File: config.mk
export PLATFORM = sky130hd
export DESIGN_NAME = cond_eval
export DESIGN_NICKNAME = d
export VERILOG_FILES = /design/src/rtl/cond_pkg.sv /design/src/rtl/cond_terms.sv /design/src/rtl/cond_mux.sv /design/src/rtl/cond_eval.sv
export SDC_FILE = /design/constraint.sdc
export NUM_CORES = 1
export LEC_CHECK = 0
export BUFFER_PORTS_ARGS = -buffer_cell sky130_fd_sc_hd__buf_2
export CAP_MARGIN = 10
export CORE_AREA = 4 4 41 43
export CTS_CLUSTER_SIZE = 28
export DETAILED_ROUTE_END_ITERATION = 6
export DIE_AREA = 0 0 45 47
export PLACE_DENSITY = 0.38
export SYNTH_ARGS = -nofsm -noshare
export SYNTH_HDL_FRONTEND = slang
export SYNTH_SLANG_ARGS = --single-unit
export TNS_END_PERCENT = 5
File: constraint.sdc
create_clock -name clk -period 0.8 [get_ports clk]
set_input_delay 0.08 -clock clk [delete_from_list [all_inputs] [get_ports clk]]
set_output_delay 0.08 -clock clk [all_outputs]
set_load 0.05 [all_outputs]
File: src/rtl/cond_pkg.sv
package cond_pkg;
    localparam int CODE_W  = 4;
    localparam int PAIRS   = 1 << (CODE_W - 1);

    typedef enum logic [CODE_W-1:0] {
        CC_GE = 4'd0,  CC_LT = 4'd1,  CC_GT = 4'd2,  CC_LE = 4'd3,
        CC_NZ = 4'd4,  CC_Z  = 4'd5,  CC_NC = 4'd6,  CC_C  = 4'd7,
        CC_NE = 4'd8,  CC_E  = 4'd9,  CC_NM = 4'd10, CC_M  = 4'd11,
        CC_NT = 4'd12, CC_T  = 4'd13, CC_V  = 4'd14, CC_AL = 4'd15
    } cond_code_e;

    typedef struct packed {
        logic n;
        logic v;
        logic z;
        logic c;
        logic e;
        logic u;
        logic tb;
    } status_t;

    typedef struct packed {
        logic hit;
    } out_state_t;
endpackage

File: src/rtl/cond_terms.sv
module cond_terms
    import cond_pkg::*;
(
    input  status_t           flags,
    output logic [PAIRS-1:0]  pair_term
);
    logic sign_mismatch;
    logic nonpos;
    logic minus_term;

    always_comb begin
        sign_mismatch = flags.n ^ flags.v;
        nonpos        = flags.z | sign_mismatch;
        minus_term    = flags.z | (~flags.u & ~flags.e);
        pair_term     = '0;
        pair_term[0]  = sign_mismatch;
        pair_term[1]  = nonpos;
        pair_term[2]  = flags.z;
        pair_term[3]  = flags.c;
        pair_term[4]  = flags.e;
        pair_term[5]  = minus_term;
        pair_term[6]  = flags.tb;
        pair_term[PAIRS-1] = flags.v;
    end
endmodule

File: src/rtl/cond_mux.sv
module cond_mux
    import cond_pkg::*;
(
    input  logic [CODE_W-1:0] code,
    input  logic [PAIRS-1:0]  pair_term,
    output logic              hit
);
    logic [CODE_W-2:0] pair_sel;
    logic              odd;

    always_comb begin
        pair_sel = code[CODE_W-1:1];
        odd      = code[0];
        if (pair_sel == CODE_W'(PAIRS - 1) >> 0 && pair_sel == (CODE_W-1)'(PAIRS - 1))
            hit = odd | pair_term[PAIRS-1];
        else
            hit = pair_term[pair_sel] ^ ~odd;
    end
endmodule

File: src/rtl/cond_eval.sv
module cond_eval
    import cond_pkg::*;
#(
    parameter bit OUT_REG = 1'b1
) (
    input  logic              clk,
    input  logic              rst_n,
    input  logic [CODE_W-1:0] cond_code,
    input  logic              flag_n,
    input  logic              flag_v,
    input  logic              flag_z,
    input  logic              flag_c,
    input  logic              flag_e,
    input  logic              flag_u,
    input  logic              flag_tb,
    output logic              cond_true
);
    status_t          flags;
    logic [PAIRS-1:0] pair_term;
    logic             hit_comb;
    out_state_t       state_d;

    always_comb begin
        flags.n  = flag_n;
        flags.v  = flag_v;
        flags.z  = flag_z;
        flags.c  = flag_c;
        flags.e  = flag_e;
        flags.u  = flag_u;
        flags.tb = flag_tb;
    end

    cond_terms u_terms (
        .flags     (flags),
        .pair_term (pair_term)
    );

    cond_mux u_mux (
        .code      (cond_code),
        .pair_term (pair_term),
        .hit       (hit_comb)
    );

    always_comb begin
        state_d.hit = hit_comb;
    end

    generate
        if (OUT_REG) begin : g_reg
            out_state_t state_q;

            always_ff @(posedge clk or negedge rst_n) begin
                if (!rst_n) state_q <= '0;
                else        state_q <= state_d;
            end
            assign cond_true = state_q.hit;

            // ge follows n XOR v
            assert_ge_R1: assert property (@(posedge clk) disable iff (!rst_n)
                (cond_code == CC_GE) |=> (cond_true == ~($past(flag_n) ^ $past(flag_v))));
            // gt is false on equality
            assert_gt_zero_R2: assert property (@(posedge clk) disable iff (!rst_n)
                (cond_code == CC_GT && flag_z) |=> !cond_true);
            // z follows the zero flag
            assert_z_R3: assert property (@(posedge clk) disable iff (!rst_n)
                (cond_code == CC_Z) |=> (cond_true == $past(flag_z)));
            // m holds when u and e are both clear
            assert_m_R6: assert property (@(posedge clk) disable iff (!rst_n)
                (cond_code == CC_M && !flag_u && !flag_e) |=> cond_true);
            // code 14 follows overflow only
            assert_ovf_R8: assert property (@(posedge clk) disable iff (!rst_n)
                (cond_code == CC_V) |=> (cond_true == $past(flag_v)));
            // always is true
            assert_always_R9: assert property (@(posedge clk) disable iff (!rst_n)
                (cond_code == CC_AL) |=> cond_true);
        end else begin : g_comb
            assign cond_true = state_d.hit;
        end
    endgenerate
endmodule

### Word-level counts from Yosys, hierarchy flattened

Cells that the tools add are included.

* shift-type cells: 0
* add/subtract/negate cells: 0
* muxes and demuxes: 3
* divide/modulo/power cells: 0
* equal/unequal tests: 1
* multipliers: 0
* order comparisons: 1
* bitwise logic cells: 9
* reductions and logical operators: 0

Operators with widths (number)
* 3-bit by 4-bit < comparator with 1-bit output, second input constant: 1
* 1-bit binary-select mux with 3-bit select: 1
* 3-bit == test, second input constant: 1
* 1-bit inverter: 3
* 1-bit OR: 3
* 1-bit two-way mux: 2
* 1-bit XOR: 2
* 1-bit bitwise AND: 1

* memories kept: 0
* word-level logic and storage cells: 15
* bits in latches: 0
* bits of input ports: 13
* bits in read-only memories: 0
* register bits after elaboration: 1
* output and inout port bits: 1
* memory bits (writable): 0

### Logic depth before layout (Yosys ltp)

Gate-level depths: netlist of run 1.

* word-level depth: 7
* mapped depth: 5
* gate-level depth less buffers: 5

### Cells and area by module

A second synthesis of run 1 with hierarchy kept.

* cell total of the unflattened synthesis: 27
* area total of the unflattened synthesis: 210.2 µm²

By module, submodules not included
* cond_mux: cells each 15, sequential area each 0.0 µm², area each 102.6 µm², times used 1
* cond_terms: cells each 11, sequential area each 0.0 µm², area each 82.6 µm², times used 1
* cond_eval: cells each 1, sequential area each 25.0 µm², area each 25.0 µm², times used 1

### Worst setup path after synthesis of run 1

No wires, ideal clock.

* path type: input to register
* start: input port flag_e
* end: register g_reg.state_q, in the netlist cond_true
* path buffers: 0
* required time: 721 ps
* library setup time: 79 ps
* stages on the path: 5
* arrival: 756 ps
* setup slack: -35 ps
* path through: o21ba_1 a21oi_1 o221ai_1 o21ai_1 mux2i_1

* longest elaborated chain between the ends: 7

RTL lines
* from (decl): line cond_eval.sv:13 `input logic flag_e,`
* 1-bit inverter: line cond_terms.sv:14 `minus_term = flags.z | (~flags.u & ~flags.e);`
* 1-bit bitwise AND: line cond_terms.sv:14
* 1-bit OR: line cond_terms.sv:14
* 1-bit binary-select mux with 3-bit select *: line cond_mux.sv:17 `hit = pair_term[pair_sel] ^ ~odd;`
* 1-bit two-way mux (implied by the code) *: line cond_mux.sv:17
* 1-bit XOR *: line cond_mux.sv:17
* 1-bit two-way mux *: line cond_mux.sv:14 `if (pair_sel == CODE_W'(PAIRS - 1) >> 0 && pair_sel == (CODE_W-1)'(PAIRS - 1))`
* net hit_comb: line cond_eval.sv:20 `logic hit_comb;`
* to (signal assigned): line cond_eval.sv:54 `else state_q <= state_d;`
* to (decl): line cond_eval.sv:50 `out_state_t state_q;`

Mark *: on every way through the listed nets, which the timed path passes. The rest lies on a longest branch. The select of a mux whose other input is x is not followed.

### Worst setup path in the final report of run 1

* start: input port cond_code[1]
* end: register g_reg.state_q, in the netlist cond_true

* longest elaborated chain between the ends: 4
* elaborated cells between the ends (all ways): 5
* classes of those cells: eq/ne (1); mux (3); bitwise (1)

RTL lines
* from (decl): line cond_eval.sv:8 `input logic [CODE_W-1:0] cond_code,`
* 1-bit binary-select mux with 3-bit select: line cond_mux.sv:17
* 1-bit two-way mux (implied by the code): line cond_mux.sv:17
* 1-bit XOR: line cond_mux.sv:17
* 1-bit two-way mux *: line cond_mux.sv:14
* net hit_comb: line cond_eval.sv:20

Marked as above.

==> summary.txt, run 1 <==
Global routing
  – Met1 Use GR: 6.321%
  – Largest net degree at the start of global routing: 7
  – GRT Util Overall: 4.177%
  – Antenna violations before repair: 0
  – Gr busiest metal: met1
  – First-pass GRT wire length: 703 µm
  – Global-route track usage on met2: 5.932%
  – Vias in the first global route: 159
  – M3 GR Usage: 1.533%
  – Total grt overflow: 0

Layout
  – Max reg flops: 1
  – Layout Cells excl Fill: 45
  – Inserted Diodes: 0
  – Most frequent cells in the layout: buf_2 (12), nor2_1 (2), buf_4 (2)
  – Share of layout cells above drive strength 1: 56.67%
  – Commonest non-fill, non-tap cell in the layout: buf_2
  – Post-layout nets: 45
  – Area grow syn2layout: 96.94%

CTS
  – Clock transition at the registers of the reported paths: 0 ns
  – Postcts setup bufs: 0

Power
  – Pwr Density: 770.4 nW/µm²
  – Comb pwr share: 68.5%
  – Switching part of the total: 34.73%
  – Pwr Total: 0.0001860 W
  – Int Power: 0.0001214 W
  – Peak supply drop: 0.1557 mV
  – Sw Pwr: 0.00006462 W
  – Clock power frac: 0%
  – Sequential Power Share: 31.5%
  – Leak: 0.1180 nW

Detailed routing
  – Detail Route Antenna Nets: 0
  – DR iter-0 viols: 0
  – Post-route DRC: 0
  – DRT Wirelength: 400 µm
  – Routed vias/inst: 3.600
  – DR vias: 162
  – 1st-pass router iterations: 1
  – DR WL/cell: 8.889 µm

Worst setup path
  – Startpoint types: input pin
  – CP bufs+invs: 1
  – WS Path Type: in -> reg
  – Crit path from: cond_code[1]
  – Cell family contributing the most delay on the critical path: compound AO/OA/AOI/OAI gates
  – CP arrival: 0.83 ns
  – Critical path, cell by cell: buf_2, xor2_1, a211oi_2, o21ai_1, mux2i_1
  – Setup crit end kind: register
  – Crit Path Max Fanout: 6
  – CP Data Required Time: 0.67 ns
  – Critical-path top delay cell: a211oi_2
  – CP peak stage delay: 0.22 ns

Timing
  – FMAX: 1.043 GHz
  – Relative max-transition margin: 83.41%
  – Final hold violations: 0
  – Fin crit share: 119.9%
  – Worst Max-Slew Pin Slew: 0.2505 ns
  – Final Critical Period: 0.9588 ns
  – Final setup fails: 1
  – Final Max Slew Viols: 0
  – Worst Setup Slack, final: -0.1588 ns
  – RSZ-0062 raised after global routing: yes

Synth
  – Post-Syn Area: 122.6 µm²
  – Mapped Nets: 27
  – Seq/Total Area, Yosys: 20.41%
  – Synth unique cells: 13
  – Share of the synthesized area in the top cell type: 20.41%
  – Synth Register Bits: 1
  – Top post-synthesis cells by area: dfrtp_1 (20%), a211oi_2 (10%), mux2i_1 (8.2%)
  – Synth area leader: dfrtp_1
  – YS warnings: 0
  – Syn Inst Count: 14
  – Synthesized area per cell: 8.758 µm²

Placed design
  – Buffers on Ports: 13
  – Dpl cells: 44
  – RePlAce Congestion: 0.6743
  – Pre-CTS setup slack: -0.1993 ns

Run
  – Max_cap viols: 0

Die
  – Row count: 13
  – Initial Util: 9.423%
  – Core box area: 1301 µm²
  – Die area: 2115 µm²
  – DIE WIDTH: 45 µm
  – Die boundary height: 47 µm
  – I/O Pins: 14

Hold path
  – Type of the worst min-delay path: in -> reg
  – Hold path start: cond_code[0]

Status
  – Status: complete, but fails checks
  – Failing checks: setup timing
-- kinds of logic after synthesis --
group           after synthesis  share of synthesized area (%)
compound gates                6                          40.81
xor+xnor                      2                          14.29
flops                         1                          20.40
mux                           1                          8.164
simple gates                  4                          16.34
-- synthesized netlist by cell type --
master / number
nor2_1: 2
a211oi_2: 1
a21oi_1: 1
a41oi_1: 1
and3_1: 1
dfrtp_1: 1
mux2i_1: 1
nand2b_1: 1
o21ai_1: 1
o21ba_1: 1
o221ai_1: 1
xnor2_1: 1
xor2_1: 1
-- layer usage --
layer | vias up | share of wire (%)
met5 | - | 0
met2 | 14 | 24
li1 | 87 | -
met3 | 0 | 25
met4 | 0 | 0
met1 | 61 | 51
-- metrics by stage --
stage / hold WS [ns] / instance area, µm² / utilization [%] / setup TNS [ns]
6_report: 0.2898 / 241.5 / 18.56 / -0.1588
5_1_grt: 0.3086 / 241.5 / 18.56 / -0.2619
4_1_cts: 0.2888 / 237.7 / 18.27 / -0.1816
3_5_place_dp: -0.1441 / 221.5 / 17.02 / -0.1993
3_3_place_gp: -0.1417 / 221.5 / 17.02 / -0.1803
2_1_floorplan: -0.2156 / 122.6 / - / -0.001567
-- area by class of cell --
cell class              count  area, µm²
multi-input cells          13      101.3
fillers                   149       1060
flip-flops and latches      1      25.02
well taps                  15      18.77
repair buffers             16      96.34
-- power by group through the flow --
stage          clock network [W]  registers [W]  logic (W)
2_1_floorplan                  0      0.0000794  0.0000402
3_3_place_gp                   0      0.0000583   0.000120
3_5_place_dp                   0      0.0000584   0.000119
4_1_cts                        0      0.0000584   0.000126
5_1_grt                        0      0.0000589   0.000141
6_report                       0      0.0000585   0.000128
-- repair_timing --
item / CTS / global route
hold buffers: 1 / 0
gates resized for setup: 1 / 1
endpoints found under the setup margin: 1 / 1
endpoints found under the hold margin: 1 / 0
-- final timing paths --
path                             end  depth (start not counted)
setup / recovery           cond_true                          5
hold / removal             cond_true                          2
max in group asynchronous  cond_true                          2
min in group asynchronous  cond_true                          2
(Power assumes the default switching activity.)
==> inputs of run 2 (changes only) <==
Settings changed: REMOVE_ABC_BUFFERS set to 1.
==> summary.txt, run 2 (same netlist as run 1, synthesis figures left out) <==
Timing
  – FMAX: 1.062 GHz
  – Worst Setup Slack, final: -0.1414 ns
  – Final hold violations: 0
  – Fin crit share: 117.7%
  – Relative max-transition margin: 83.41%
  – Worst Max-Slew Pin Slew: 0.2506 ns
  – Final setup fails: 1
  – Final Critical Period: 0.9414 ns
  – RSZ-0062 raised after global routing: yes
  – Final Max Slew Viols: 0
  – Post-Route Setup TNS: -0.1414 ns

Detailed routing
  – Metal3 WL: 96 µm
  – DR WL/cell: 9.244 µm
  – DR iter-0 viols: 0
  – Routed vias/inst: 3.578
  – Detail Route Antenna Nets: 0
  – DRT Wirelength: 416 µm
  – Max layer used: met3
  – Post-route DRC: 0
  – 1st-pass router iterations: 1
  – Met1 WL: 210 µm
  – DR vias: 161
  – Wire length on met2: 109 µm

Worst setup path
  – WS Path Type: in -> reg
  – Cell family contributing the most delay on the critical path: compound AO/OA/AOI/OAI gates
  – CP bufs+invs: 1
  – CP Data Required Time: 0.72 ns
  – Critical-path top delay cell: mux2i_1
  – Setup crit end kind: register
  – CP arrival: 0.86 ns
  – Startpoint types: input pin
  – Crit Path Max Fanout: 1
  – CP peak stage delay: 0.19 ns
  – Critical path, cell by cell: buf_6, o21ba_1, a21oi_2, o221ai_1, o21ai_1, mux2i_1

Die
  – I/O Pins: 14
  – Die boundary height: 47 µm
  – DIE WIDTH: 45 µm
  – Row count: 13
  – Initial Util: 9.423%
  – Die area: 2115 µm²
  – Core box area: 1301 µm²

Layout
  – Fill cell count: 157
  – Post-layout nets: 45
  – Final Instance Area: 247.7 µm²
  – Area grow syn2layout: 102.0%
  – Commonest non-fill, non-tap cell in the layout: buf_2
  – Max reg flops: 1
  – Inserted Diodes: 0
  – Multi-input gate area in the final layout: 101.3 µm²
  – Storage cell area: 25.02 µm²
  – Share of layout cells above drive strength 1: 56.67%
  – Most frequent cells in the layout: buf_2 (11), nor2_1 (2), buf_6 (2), buf_4 (2)

Hold path
  – Worst Hold End: cond_true
  – Hold path depth: 2
  – Type of the worst min-delay path: in -> reg
  – Hold path start: cond_code[0]

Placed design
  – Placed Area: 221.5 µm²
  – Buffers on Ports: 13
  – RePlAce Congestion: 0.6005

Global routing
  – First-pass GRT wire length: 641 µm
  – GRT Util Overall: 3.943%
  – Total grt overflow: 0
  – Antenna violations before repair: 0
  – Vias in the first global route: 157
  – Largest net degree at the start of global routing: 7

CTS
  – Clock transition at the registers of the reported paths: 0 ns
  – Postcts setup bufs: 0

Power
  – Peak supply drop: 0.2082 mV
  – Pwr Density: 758.7 nW/µm²
  – Leak: 0.1201 nW
  – Pwr Total: 0.0001880 W

Run
  – Max_cap viols: 0

Status
  – Status: complete, but fails checks
  – Failing checks: setup timing
-- run 2: cell types whose count changed in the layout (fill, tap and decap cells not counted) --
cell | previous run | this run
buf_6 | 1 | 2
buf_2 | 12 | 11
-- run 2: worst max-delay path by stage --
stage | cells after the start | from | to
2_1_floorplan | 5 | flag_e | cond_true
3_3_place_gp | 6 | flag_e | cond_true
3_5_place_dp | 6 | flag_e | cond_true
4_1_cts | 6 | flag_u | cond_true
5_1_grt | 6 | flag_u | cond_true
6_report | 6 | flag_u | cond_true
-- run 2: per-stage QoR --
stage | cells | setup WS (ns) | hold WS [ns] | utilization [%]
global placement | 44 | -0.2195 | -0.1440 | 17.02
floorplan | 14 | -0.03488 | -0.2156 | -
global route | 45 | -0.2271 | 0.2946 | 19.04
finish | 45 | -0.1414 | 0.2741 | 19.04
CTS | 45 | -0.1561 | 0.2795 | 18.75
detailed placement | 44 | -0.2098 | -0.1403 | 17.02
-- run 2: cell type report --
cell class,count,area share [%]
Sequential cell,1,10.10
Timing Repair Buffer,16,41.41
Multi-Input combinational cell,13,40.91
Tap cell,15,7.576
-- run 2: power breakdown --
| part | internal, W | switching (W) |
|---|---|---|
| clock network | 0 | 0 |
| registers | 0.0000571 | 0.000000935 |
| logic | 0.0000673 | 0.0000627 |
-- run 2: per-layer routing --
layer / track usage, % / vias to the layer above
met4: 0 / 0
met3: 1.916 / 0
met5: 0 / -
met2: 4.802 / 14
met1: 6.335 / 59
li1: - / 88
-- run 2: what timing repair did --
| action | 4_1_cts | 5_1_grt |
|---|---|---|
| pin swaps | 6 | 0 |
| resized for setup | 2 | 1 |
| hold buffers | 1 | 0 |
| endpoints found under the hold margin | 1 | 0 |
| endpoints found under the setup margin | 1 | 1 |
==> inputs of run 3 (changes only) <==
Settings changed: CAP_MARGIN 10 to unset, GPL_TIMING_DRIVEN set to 0.
==> summary.txt, run 3 (same netlist as run 1, synthesis figures left out) <==
Status
  – Status: complete, but fails checks
  – Failing checks: setup timing

Detailed routing
  – DRT Wirelength: 440 µm
  – DR vias: 162
  – Post-route DRC: 0
  – Routed vias/inst: 3.767
  – Metal3 WL: 102 µm
  – Max layer used: met3
  – 1st-pass router iterations: 2
  – Met1 WL: 224 µm
  – DR iter-0 viols: 1
  – Wire length on met2: 112 µm
  – Detail Route Antenna Nets: 0
  – DR WL/cell: 10.23 µm

Layout
  – Share of layout cells above drive strength 1: 57.14%
  – Final core occ: 18.46%
  – Layout Cells excl Fill: 43
  – Max reg flops: 1
  – Post-layout nets: 43
  – Fill cell count: 150
  – Commonest non-fill, non-tap cell in the layout: buf_2
  – Area grow syn2layout: 95.92%
  – Most frequent cells in the layout: buf_2 (11), nor2_1 (2), buf_6 (2)
  – Inserted Diodes: 0

Die
  – Initial Util: 9.423%
  – I/O Pins: 14
  – Row count: 13
  – Die area: 2115 µm²
  – Core box area: 1301 µm²
  – DIE WIDTH: 45 µm
  – Die boundary height: 47 µm

Placed design
  – Dpl cells: 42
  – Pre-CTS setup slack: -0.2375 ns
  – RePlAce Congestion: 0.6305
  – Buffers on Ports: 13

Run
  – Max_cap viols: 0

Timing
  – Hold_ws: 0.2888 ns
  – RSZ-0062 raised after global routing: yes
  – Final Max Slew Viols: 0
  – Final Critical Period: 0.9677 ns
  – Fin crit share: 121.0%
  – Post-Route Setup TNS: -0.1677 ns
  – Final hold violations: 0
  – Worst Max-Slew Pin Slew: 0.2477 ns
  – Relative max-transition margin: 83.60%
  – FMAX: 1.033 GHz
  – Worst Setup Slack, final: -0.1677 ns
  – Final setup fails: 1

Worst setup path
  – Startpoint types: input pin
  – Setup crit end kind: register
  – CP Data Required Time: 0.67 ns
  – CP arrival: 0.83 ns
  – Crit Path Max Fanout: 2
  – WS Path Type: in -> reg

Global routing
  – Antenna violations before repair: 0
  – Largest net degree at the start of global routing: 7
  – GRT Util Overall: 4.098%
  – Vias in the first global route: 159
  – Total grt overflow: 0
  – First-pass GRT wire length: 676 µm

Power
  – Peak supply drop: 0.1756 mV
  – Pwr Density: 780.4 nW/µm²
  – Leak: 0.1161 nW

Hold path
  – Type of the worst min-delay path: in -> reg

CTS
  – Postcts setup bufs: 0
  – Clock transition at the registers of the reported paths: 0 ns
==> run 3: cell count changes in the layout (fill, tap and decap cells not counted) <==
cell     change
xnor2_1      -1
buf_4        -2
xnor2_2      +1
==> run 3: repair_timing <==
| action | CTS | global route |
|---|---|---|
| pin swaps | 3 | 0 |
| resized for setup | 2 | 2 |
| gates cloned | 0 | 0 |
| hold buffers | 1 | 0 |
| endpoints found under the setup margin | 1 | 1 |
| endpoints found under the hold margin | 1 | 0 |
==> run 3: final cells by class <==
cell class	instances	area (µm²)	share of cell area, %
Multi-Input combinational cell	13	108.9	45.31
Timing Repair Buffer	14	87.58	36.46
Sequential cell	1	25.02	10.42
Tap cell	15	18.77	7.813
==> run 3: worst paths after layout <==
check                            end          from  depth (start not counted)
setup / recovery           cond_true        flag_z                          6
hold / removal             cond_true  cond_code[0]                          2
max in group asynchronous  cond_true         rst_n                          2
min in group asynchronous  cond_true         rst_n                          2
==> run 3: worst max-delay path: stages <==
cell and delay, ns:
buf_2 0.11, o21ba_1 0.22, a21oi_2 0.05, o221ai_1 0.14, o21ai_1 0.11, mux2i_1 0.13
==> run 3: power by group <==
| group | internal (W) | switching [W] | total, W | leakage, nW |
|---|---|---|---|---|
| Sequential | 0.0000571 | 0.00000115 | 0.0000583 | 0.0116 |
| Clock | 0 | 0 | 0 | 0 |
| Combinational | 0.0000644 | 0.0000648 | 0.000129 | 0.105 |
| Total | 0.000121 | 0.0000660 | 0.000187 | 0.116 |
==> run 3: per-layer routing <==
metal / GRT usage (%) / vias up
li1: - / 83
met1: 6.772 / 65
met2: 5.085 / 14
met3: 1.533 / 0
met4: 0 / 0
met5: 0 / -
==> run 3: per-stage QoR <==
step	total power (W)	area, µm²
detailed placement	0.0001700	206.4
global placement	0.0001703	206.4
finish	0.0001875	240.2
global route	0.0002000	240.2
CTS	0.0001799	229.0
floorplan	0.0001197	122.6
